$ cat src/rtl/cfgrm_pkg.sv
package cfgrm_pkg;

   typedef enum logic [1:0] {
      SZ_BYTE = 2'd0,
      SZ_HALF = 2'd1,
      SZ_WORD = 2'd2,
      SZ_WALT = 2'd3
   } size_e;

   typedef enum logic [1:0] {
      ST_IDLE = 2'd0,
      ST_RD   = 2'd1,
      ST_WR   = 2'd2,
      ST_RSP  = 2'd3
   } seq_state_e;

   function automatic logic is_full(input logic [1:0] sz);
      return sz[1];
   endfunction

endpackage

$ cat src/rtl/cfgrm_route.sv
module cfgrm_route #(
   parameter int BUS_W = 8,
   parameter int DEV_W = 5
) (
   input  logic [BUS_W-1:0] bus,
   input  logic [DEV_W-1:0] dev,
   input  logic [1:0]       link_up,
   output logic             hit,
   output logic             port
);
   localparam logic [BUS_W-1:0] BUS_ROOT = '0;
   localparam logic [BUS_W-1:0] BUS_P0   = BUS_W'(1);
   localparam logic [BUS_W-1:0] BUS_P1   = BUS_W'(2);
   localparam logic [DEV_W-1:0] DEV_0    = '0;
   localparam logic [DEV_W-1:0] DEV_1    = DEV_W'(1);

   always_comb begin
      hit  = 1'b0;
      port = 1'b0;
      if (bus == BUS_ROOT) begin
         if (dev == DEV_0) begin
            hit = 1'b1;
         end else if (dev == DEV_1) begin
            hit  = 1'b1;
            port = 1'b1;
         end
      end else if (bus == BUS_P0 && dev == DEV_0 && link_up[0]) begin
         hit = 1'b1;
      end else if (bus == BUS_P1 && dev == DEV_0 && link_up[1]) begin
         hit  = 1'b1;
         port = 1'b1;
      end
   end
endmodule

$ cat src/rtl/cfgrm_lane.sv
module cfgrm_lane #(
   parameter int DATA_W = 32
) (
   input  logic [1:0]        size,
   input  logic [1:0]        off_lo,
   input  logic [DATA_W-1:0] word,
   input  logic [DATA_W-1:0] wdata,
   output logic [DATA_W-1:0] mask,
   output logic [DATA_W-1:0] rd_ext,
   output logic [DATA_W-1:0] merged
);
   localparam int SH_W  = $clog2(DATA_W);
   localparam int LANES = DATA_W / 8;

   logic [SH_W-1:0]   shift;
   logic [DATA_W-1:0] lane_mask;
   logic [DATA_W-1:0] ins;

   always_comb begin
      unique case (size)
         cfgrm_pkg::SZ_BYTE: begin
            shift = SH_W'({off_lo, 3'b000});
            mask  = DATA_W'(8'hFF);
         end
         cfgrm_pkg::SZ_HALF: begin
            shift = SH_W'({off_lo[1], 4'b0000});
            mask  = DATA_W'(16'hFFFF);
         end
         default: begin
            shift = '0;
            mask  = '1;
         end
      endcase
      rd_ext    = (word >> shift) & mask;
      lane_mask = mask << shift;
      ins       = (wdata & mask) << shift;
   end

   for (genvar i = 0; i < LANES; i++) begin : g_lane
      assign merged[8*i +: 8] = lane_mask[8*i] ? ins[8*i +: 8] : word[8*i +: 8];
   end
endmodule

$ cat src/rtl/cfgrm_seq.sv
module cfgrm_seq #(
   parameter int BUS_W  = 8,
   parameter int DEV_W  = 5,
   parameter int FUNC_W = 3,
   parameter int OFF_W  = 12,
   parameter int DATA_W = 32
) (
   input  logic              clk,
   input  logic              rst_n,
   input  logic              req_valid,
   output logic              req_ready,
   input  logic              req_write,
   input  logic [1:0]        req_size,
   input  logic [BUS_W-1:0]  req_bus,
   input  logic [DEV_W-1:0]  req_dev,
   input  logic [FUNC_W-1:0] req_func,
   input  logic [OFF_W-1:0]  req_off,
   input  logic [DATA_W-1:0] req_wdata,
   input  logic              hit,
   input  logic              hit_port,
   input  logic [DATA_W-1:0] lane_mask,
   input  logic [DATA_W-1:0] lane_ext,
   input  logic [DATA_W-1:0] lane_merged,
   output logic [1:0]        cur_size,
   output logic [1:0]        cur_off_lo,
   output logic [DATA_W-1:0] cur_wdata,
   output logic              rsp_valid,
   output logic [DATA_W-1:0] rsp_rdata,
   output logic              rsp_err,
   output logic              eng_valid,
   output logic              eng_write,
   output logic              eng_port,
   output logic [BUS_W-1:0]  eng_bus,
   output logic [DEV_W-1:0]  eng_dev,
   output logic [FUNC_W-1:0] eng_func,
   output logic [OFF_W-3:0]  eng_dword,
   output logic [DATA_W-1:0] eng_wdata,
   input  logic              eng_done,
   input  logic              eng_err
);
   import cfgrm_pkg::*;

   seq_state_e        st;
   logic              r_write, r_port, r_ones, r_err;
   logic [1:0]        r_size;
   logic [BUS_W-1:0]  r_bus;
   logic [DEV_W-1:0]  r_dev;
   logic [FUNC_W-1:0] r_func;
   logic [OFF_W-1:0]  r_off;
   logic [DATA_W-1:0] r_wdata, r_wd, r_rsp;

   always_ff @(posedge clk or negedge rst_n) begin
      if (!rst_n) begin
         st      <= ST_IDLE;
         r_write <= 1'b0;
         r_port  <= 1'b0;
         r_ones  <= 1'b0;
         r_err   <= 1'b0;
         r_size  <= '0;
         r_bus   <= '0;
         r_dev   <= '0;
         r_func  <= '0;
         r_off   <= '0;
         r_wdata <= '0;
         r_wd    <= '0;
         r_rsp   <= '0;
      end else begin
         unique case (st)
            ST_IDLE: if (req_valid) begin
               r_write <= req_write;
               r_size  <= req_size;
               r_bus   <= req_bus;
               r_dev   <= req_dev;
               r_func  <= req_func;
               r_off   <= req_off;
               r_wdata <= req_wdata;
               r_wd    <= req_wdata;
               r_port  <= hit_port;
               r_rsp   <= '0;
               r_ones  <= 1'b0;
               r_err   <= 1'b0;
               if (!hit) begin
                  r_ones <= !req_write;
                  r_err  <= req_write;
                  st     <= ST_RSP;
               end else if (req_write && is_full(req_size)) begin
                  st <= ST_WR;
               end else begin
                  st <= ST_RD;
               end
            end
            ST_RD: if (eng_done) begin
               if (eng_err) begin
                  r_ones <= !r_write;
                  r_err  <= 1'b1;
                  st     <= ST_RSP;
               end else if (r_write) begin
                  r_wd <= lane_merged;
                  st   <= ST_WR;
               end else begin
                  r_rsp <= lane_ext;
                  st    <= ST_RSP;
               end
            end
            ST_WR: if (eng_done) begin
               r_err <= eng_err;
               st    <= ST_RSP;
            end
            default: st <= ST_IDLE;
         endcase
      end
   end

   assign req_ready  = (st == ST_IDLE);
   assign rsp_valid  = (st == ST_RSP);
   assign rsp_rdata  = r_ones ? lane_mask : r_rsp;
   assign rsp_err    = r_err;
   assign eng_valid  = (st == ST_RD) || (st == ST_WR);
   assign eng_write  = (st == ST_WR);
   assign eng_port   = r_port;
   assign eng_bus    = r_bus;
   assign eng_dev    = r_dev;
   assign eng_func   = r_func;
   assign eng_dword  = r_off[OFF_W-1:2];
   assign eng_wdata  = r_wd;
   assign cur_size   = r_size;
   assign cur_off_lo = r_off[1:0];
   assign cur_wdata  = r_wdata;
endmodule

$ cat src/rtl/cfg_route_merge.sv
module cfg_route_merge #(
   parameter int BUS_W  = 8,
   parameter int DEV_W  = 5,
   parameter int FUNC_W = 3,
   parameter int OFF_W  = 12,
   parameter int DATA_W = 32
) (
   input  logic              clk,
   input  logic              rst_n,
   input  logic [1:0]        link_up,
   input  logic              req_valid,
   output logic              req_ready,
   input  logic              req_write,
   input  logic [1:0]        req_size,
   input  logic [BUS_W-1:0]  req_bus,
   input  logic [DEV_W-1:0]  req_dev,
   input  logic [FUNC_W-1:0] req_func,
   input  logic [OFF_W-1:0]  req_off,
   input  logic [DATA_W-1:0] req_wdata,
   output logic              rsp_valid,
   output logic [DATA_W-1:0] rsp_rdata,
   output logic              rsp_err,
   output logic              eng_valid,
   output logic              eng_write,
   output logic              eng_port,
   output logic [BUS_W-1:0]  eng_bus,
   output logic [DEV_W-1:0]  eng_dev,
   output logic [FUNC_W-1:0] eng_func,
   output logic [OFF_W-3:0]  eng_dword,
   output logic [DATA_W-1:0] eng_wdata,
   input  logic              eng_done,
   input  logic [DATA_W-1:0] eng_rdata,
   input  logic              eng_err
);
   if (DATA_W != 32) begin : g_bad_data
      $error("cfg_route_merge: DATA_W must be 32");
   end
   if (OFF_W < 3) begin : g_bad_off
      $error("cfg_route_merge: OFF_W must be at least 3");
   end
   if (BUS_W < 2 || DEV_W < 1) begin : g_bad_addr
      $error("cfg_route_merge: bus or device field too narrow");
   end

   logic              hit, hit_port;
   logic [1:0]        cur_size, cur_off_lo;
   logic [DATA_W-1:0] cur_wdata, lane_mask, lane_ext, lane_merged;

   cfgrm_route #(.BUS_W(BUS_W), .DEV_W(DEV_W)) u_route (
      .bus(req_bus), .dev(req_dev), .link_up(link_up),
      .hit(hit), .port(hit_port)
   );

   cfgrm_lane #(.DATA_W(DATA_W)) u_lane (
      .size(cur_size), .off_lo(cur_off_lo), .word(eng_rdata), .wdata(cur_wdata),
      .mask(lane_mask), .rd_ext(lane_ext), .merged(lane_merged)
   );

   cfgrm_seq #(
      .BUS_W(BUS_W), .DEV_W(DEV_W), .FUNC_W(FUNC_W), .OFF_W(OFF_W), .DATA_W(DATA_W)
   ) u_seq (
      .clk(clk), .rst_n(rst_n),
      .req_valid(req_valid), .req_ready(req_ready), .req_write(req_write),
      .req_size(req_size), .req_bus(req_bus), .req_dev(req_dev), .req_func(req_func),
      .req_off(req_off), .req_wdata(req_wdata),
      .hit(hit), .hit_port(hit_port),
      .lane_mask(lane_mask), .lane_ext(lane_ext), .lane_merged(lane_merged),
      .cur_size(cur_size), .cur_off_lo(cur_off_lo), .cur_wdata(cur_wdata),
      .rsp_valid(rsp_valid), .rsp_rdata(rsp_rdata), .rsp_err(rsp_err),
      .eng_valid(eng_valid), .eng_write(eng_write), .eng_port(eng_port),
      .eng_bus(eng_bus), .eng_dev(eng_dev), .eng_func(eng_func),
      .eng_dword(eng_dword), .eng_wdata(eng_wdata),
      .eng_done(eng_done), .eng_err(eng_err)
   );
endmodule

$ cat config.mk
export PLATFORM = sky130hd
export DESIGN_NAME = cfg_route_merge
export DESIGN_NICKNAME = d
export VERILOG_FILES = /design/src/rtl/cfgrm_pkg.sv /design/src/rtl/cfgrm_route.sv /design/src/rtl/cfgrm_lane.sv /design/src/rtl/cfgrm_seq.sv /design/src/rtl/cfg_route_merge.sv
export SDC_FILE = /design/constraint.sdc
export NUM_CORES = 1
export LEC_CHECK = 0
export ABC_AREA = 1
export BUFFER_PORTS_ARGS = -buffer_cell sky130_fd_sc_hd__buf_4
export CORE_AREA = 2 2 145 119
export CTS_CLUSTER_DIAMETER = 30
export DETAILED_ROUTE_END_ITERATION = 12
export DIE_AREA = 0 0 147 121
export PLACE_DENSITY = 0.86
export SLEW_MARGIN = 30
export SYNTH_ARGS = -nofsm -noshare
export SYNTH_HDL_FRONTEND = slang
export SYNTH_HIERARCHICAL = 1
export SYNTH_SLANG_ARGS = --single-unit
$ cat constraint.sdc
create_clock -name clk -period 3.4 [get_ports clk]
set_clock_uncertainty 0.15 [all_clocks]
set_input_delay 0.17 -clock clk [delete_from_list [all_inputs] [get_ports clk]]
set_output_delay 0.17 -clock clk [all_outputs]
set_load 0.05 [all_outputs]
After elaboration in Yosys (flattened, before gate mapping)

Index checks and enable logic that the tools add are counted.

Shift-type cells: 3
Reduce and logical (&&, ||, !) cells: 20
Muxes and demuxes: 44
Eq/ne operators: 14
Bitwise gates (word level): 2

Operators with widths:

| operator                                                         | count |
|---|---|
| 32-bit 2-to-1 mux                                                | 9 |
| 32-bit one-hot mux with 2 select lines                           | 3 |
| 32-bit AND                                                       | 2 |
| 8-bit 2-to-1 mux                                                 | 4 |
| 32-bit by 5-bit << shifter with 25-bit output                    | 1 |
| 32-bit by 5-bit << shifter with 32-bit output                    | 1 |
| 32-bit by 5-bit >> shifter with 32-bit output                    | 1 |
| 1-bit 2-to-1 mux                                                 | 18 |
| 5-bit AND reduction                                              | 3 |
| 2-bit 2-to-1 mux                                                 | 6 |
| 2-bit != test (second input constant)                            | 5 |
| 5-bit one-hot mux with 2 select lines                            | 1 |
| 8-bit by 1-bit == test with 1-bit output (second input constant) | 1 |
| 8-bit by 2-bit == test with 1-bit output (second input constant) | 1 |
| 8-bit zero test                                                  | 1 |
| 2-bit one-hot mux with 3 select lines                            | 1 |
| 5-bit by 1-bit == test with 1-bit output (second input constant) | 1 |
| 1-bit logical AND                                                | 5 |
| 5-bit zero test                                                  | 1 |
| 2-bit by 1-bit == test with 1-bit output (second input constant) | 2 |
| 2-bit == test (second input constant)                            | 2 |
| 2-bit zero test                                                  | 2 |
| 2-bit by 1-bit != test with 1-bit output (second input constant) | 2 |
| 4-bit AND reduction                                              | 1 |
| 8 further kinds                                                  | 9 |

Word-level logic and storage cells: 96
Input bits: 102
Bits in registers: 132

Longest topological paths before layout

Word-level depth: 9
Gate-level depth with buffers: 12
Gate-level depth less buffers: 10

By module

Netlist, hierarchy kept.

By module, submodules not included:

| module      | cells an instance | area each (sq um) | instances |
|---|---|---|---|
| cfgrm_seq   | 730               | 6344.8            | 1 |
| cfgrm_lane  | 311               | 1551.5            | 1 |
| cfgrm_route | 29                | 123.9             | 1 |

Worst setup path before layout

No wires, ideal clock.

Path kind: register to register
Start: register u_seq.st[1]
End: register u_seq.r_wd[10] (netlist: u_seq/eng_wdata[10])
Path buffers: 2
Stages on the path, launching flop included: 12
Data arrival time: 1547 ps
Required time: 3131 ps
Slack: 1584 ps
Setup time: 119 ps
Cell sequence: dfrtp_1 inv_1 ha_1 buf_4 inv_2 nand2_1 nand2_2 nor2_4 nand2_1 buf_2 nand2_1 nand2_1

Longest elaborated chain between the ends: 3
Elaborated cells between the ends (all ways): 9

RTL lines:

| element                                                                            | line            | RTL |
|---|---|---|
| from (decl)                                                                        | cfgrm_seq.sv:43 | `seq_state_e st;` |
| from (signal assigned)                                                             | cfgrm_seq.sv:54 | `st <= ST_IDLE;` |
| from (signal assigned)                                                             | cfgrm_seq.sv:85 | `st <= ST_RSP;` |
| from (signal assigned)                                                             | cfgrm_seq.sv:87 | `st <= ST_WR;` |
| 2-bit by 1-bit == test with 1-bit output / 2-bit zero test (equally long branches) | cfgrm_seq.sv:68 | `unique case (st)` |
| 2-bit by 1-bit != test with 1-bit output (no line), or another cell as far along   | -               |  |
| 5-bit AND reduction (no line)                                                      | -               |  |
| to (signal assigned)                                                               | cfgrm_seq.sv:77 | `r_wd <= req_wdata;` |
| to (signal assigned)                                                               | cfgrm_seq.sv:98 | `r_wd <= lane_merged;` |
| to (decl)                                                                          | cfgrm_seq.sv:50 | `logic [DATA_W-1:0] r_wdata, r_wd, r_rsp;` |

Several ways; a longest one is shown, not always the timed one.
A chain may end at the register's enable or synchronous reset.

Final worst setup path

Start: register u_seq.r_size[1] (netlist: u_seq/cur_size[1])
End: output rsp_rdata[8]

Longest elaborated chain between the ends: 3
Elaborated cells between the ends (all ways): 4

RTL lines:

| element                                                                            | line                  | RTL |
|---|---|---|
| from (decl)                                                                        | cfgrm_seq.sv:45       | `logic [1:0] r_size;` |
| from (signal assigned)                                                             | cfgrm_seq.sv:71       | `r_size <= req_size;` |
| 2-bit by 1-bit == test with 1-bit output / 2-bit zero test (equally long branches) | cfgrm_lane.sv:20      | `unique case (size)` |
| 32-bit one-hot mux with 2 select lines (*)                                         | cfgrm_lane.sv:20      |  |
| via lane_mask[8]                                                                   | cfg_route_merge.sv:47 | `logic [DATA_W-1:0] cur_wdata, lane_mask, lane_ext, lane_merged;` |
| 32-bit 2-to-1 mux (*)                                                              | cfgrm_seq.sv:116      | `assign rsp_rdata = r_ones ? lane_mask : r_rsp;` |
| to (decl)                                                                          | cfg_route_merge.sv:21 | `output logic [DATA_W-1:0] rsp_rdata,` |

The timed path passes the listed nets; every way through them passes the cells marked *.

==> results.toml <==
[critical_path]
crit_type = "register to primary output"
start_kind = "register"
required_ns = 3.08
path_max_fanout = 43
cp-end-kind = "primary output"
crit_arrival_ns = 2.32

[synthesis]
synth-seq-cells = 132
ys_warn_count = 6
synth_area_per_cell_sq_um = 7.50
synth-seq-area-share_pct = 41.2
syn-cell-area_sq_um = 8020
syn_inst = 1070
yosysUniqueCellTypes = 25

[die]
dieArea_sq_um = 17800
die_h_microns = 121
std_cell_rows = 42
fp.dieW_microns = 147
start_util_pct = 49.2
core_area_sq_um = 16300
io_pins = 198

[placement]
dpl.hpwl_mm = 17.1
dp_slack_ns = 0.781
portBuffers = 197
globalplace.congestion = 0.938

[clock_network]
clock_latency_ns = 0.42
htree_levels = 4
cts_tree = "built"
cts_hold_buf = 64
cts_buffers = 17
cts-root-buf = "clkbuf_16"
cts_resized = 0
clock_sinks = 132
clock_path_buffers = 2
cts_setup_buffers = 0
clkTransAtPathRegs_ns = 0.05

[route]
drt_iter0_drc = 866
drt-pass1-iter-count = 7
post-route-drc-count = 0
wirelength_mm = 25.1
vias = 7963
wl_per_cell_microns = 16.6
via_per_inst = 5.26
ant_nets = 0

[grt]
grt_max_degree = 102
met2_usage_pct = 46.2
antenna_found_initial = 3
grt_pass1_wl_mm = 40.4
grt_pass1_vias = 7855
busiest_layer = "met2"
grt_use_total_pct = 29.0
use_met1_pct = 38.1
overflow = 0
grtUsageMet3_pct = 8.61

[timing]
hold_violations = 0
tightestPinTransition_ns = 0.740
slew_viol_final = 0
fin_crit_sh_pct = 77.7
relSlewSlack_pct = 50.5
min_period_ns = 2.64
fin_setup_tns_ns = 0
max_freq_mhz = 378
finalSetupViolCount = 0
worst_slack_ns = 0.757
whs_ns = 0.0733
rsz0062_at_grt = "no"

[cells_and_area]
nFillCells = 1371
mostFrequentLayoutCell = "nand2_1"
fin_util_pct = 65.1
area_delta_synth_final_pct = 32.2
final_cell_mix = "375 x nand2_1, 209 x buf_4, 132 x dfrtp_1"
layout-drive-gt1-share_pct = 25.0
nNetsFinal = 1389

[run_status]
run_status = "completed"

[worst_hold_path]
holdCritPathClass = "primary input to register"

[power]
power_density_nw_per_um2 = 1160
ir_drop_mv = 0.818
power_uw = 12300
leakage_uw = 0.00583

[run]
drv_cap = 0
## synthesized netlist by cell type, drive strengths merged
cell	instances	area share, %
nor3	1	0.062
buf	66	6.1
ha	8	1.2
mux2	63	8.8
o211ai	16	1.5
o22ai	8	0.62
dfrtp	132	41
nand2	379	18
a21oi	9	0.70
nand3	107	6.7
nor2	27	1.7
clkbuf	27	1.3
o21ai	99	6.3
inv	127	5.9
conb	1	0.047
## power by group
group | switching, uW | internal [uW] | total (uW)
sequential | 505 | 2320 | 2830
clock | 679 | 1130 | 1810
combinational | 5270 | 2380 | 7650
## layout make-up
type / instances / area [sq um] / area share [%]
multi-input combinational: 725 / 3690 / 34.8
inverter: 127 / 477 / 4.50
timing repair buffer: 276 / 2270 / 21.4
sequential: 132 / 3300 / 31.2
clock inverter: 9 / 103 / 0.968
clock buffer: 23 / 478 / 4.51
antenna: 2 / 5.00 / 0.0472
tap: 220 / 275 / 2.60
## state kept, by name, summed over array words and instances (netlist names)
signal,flops
u_seq/cur_size,2
u_seq/cur_wdata,32
u_seq/eng_bus,8
u_seq/eng_dev,5
u_seq/eng_func,3
u_seq/eng_port,1
u_seq/eng_wdata,32
u_seq/r_off,12
u_seq/r_ones,1
u_seq/r_rsp,32
u_seq/r_write,1
u_seq/rsp_err,1
u_seq/st,2
## final timing paths
check                                  start             endpoint  slack [ns]  depth (start not counted)
min                            eng_rdata[29]      u_seq/r_rsp[29]        0.07                          7
max                        u_seq/cur_size[1]         rsp_rdata[8]        0.76                          5
max reg2reg                      u_seq/st[0]  u_seq/eng_wdata[22]        0.80                          8
min reg2reg                  u_seq/r_rsp[14]      u_seq/r_rsp[14]        0.32                          2
max in group asynchronous              rst_n   u_seq/eng_wdata[9]        2.12                          3
min in group asynchronous              rst_n       u_seq/r_off[7]        0.11                          2
## cells by family (layout without fill, tap and decap cells)
logic type	Yosys count	after routing	share of synthesized area (%)
DFF	132	132	41.2
buffers and inverters	220	435	13.3
AOI/OAI and AO/OA	132	132	9.10
and+or+nand+nor	514	514	26.3
adders and majority gates	8	8	1.25
muxes	63	63	8.85
other	1	10	0.0468
## critical path, cell delays in order, from the launching register on
cell and delay (ns):
dfrtp_1 0.45, buf_4 0.45, inv_2 0.18, nand2_2 0.36, mux2_2 0.25, buf_4 0.19
## routing by layer
layer	wire length (microns)	up-vias
li1	-	3778
met1	10300	3667
met2	11300	450
met3	2680	66
met4	818	2
met5	13	-
## through the flow
stage / cells / cell area, sq um
4_1_cts: 1512 / 10600
3_5_place_dp: 1416 / 9370
3_3_place_gp: 1416 / 9370
2_1_floorplan: 1077 / 8050
5_1_grt: 1514 / 10600
6_report: 1514 / 10600
(Power assumes the default switching activity.)
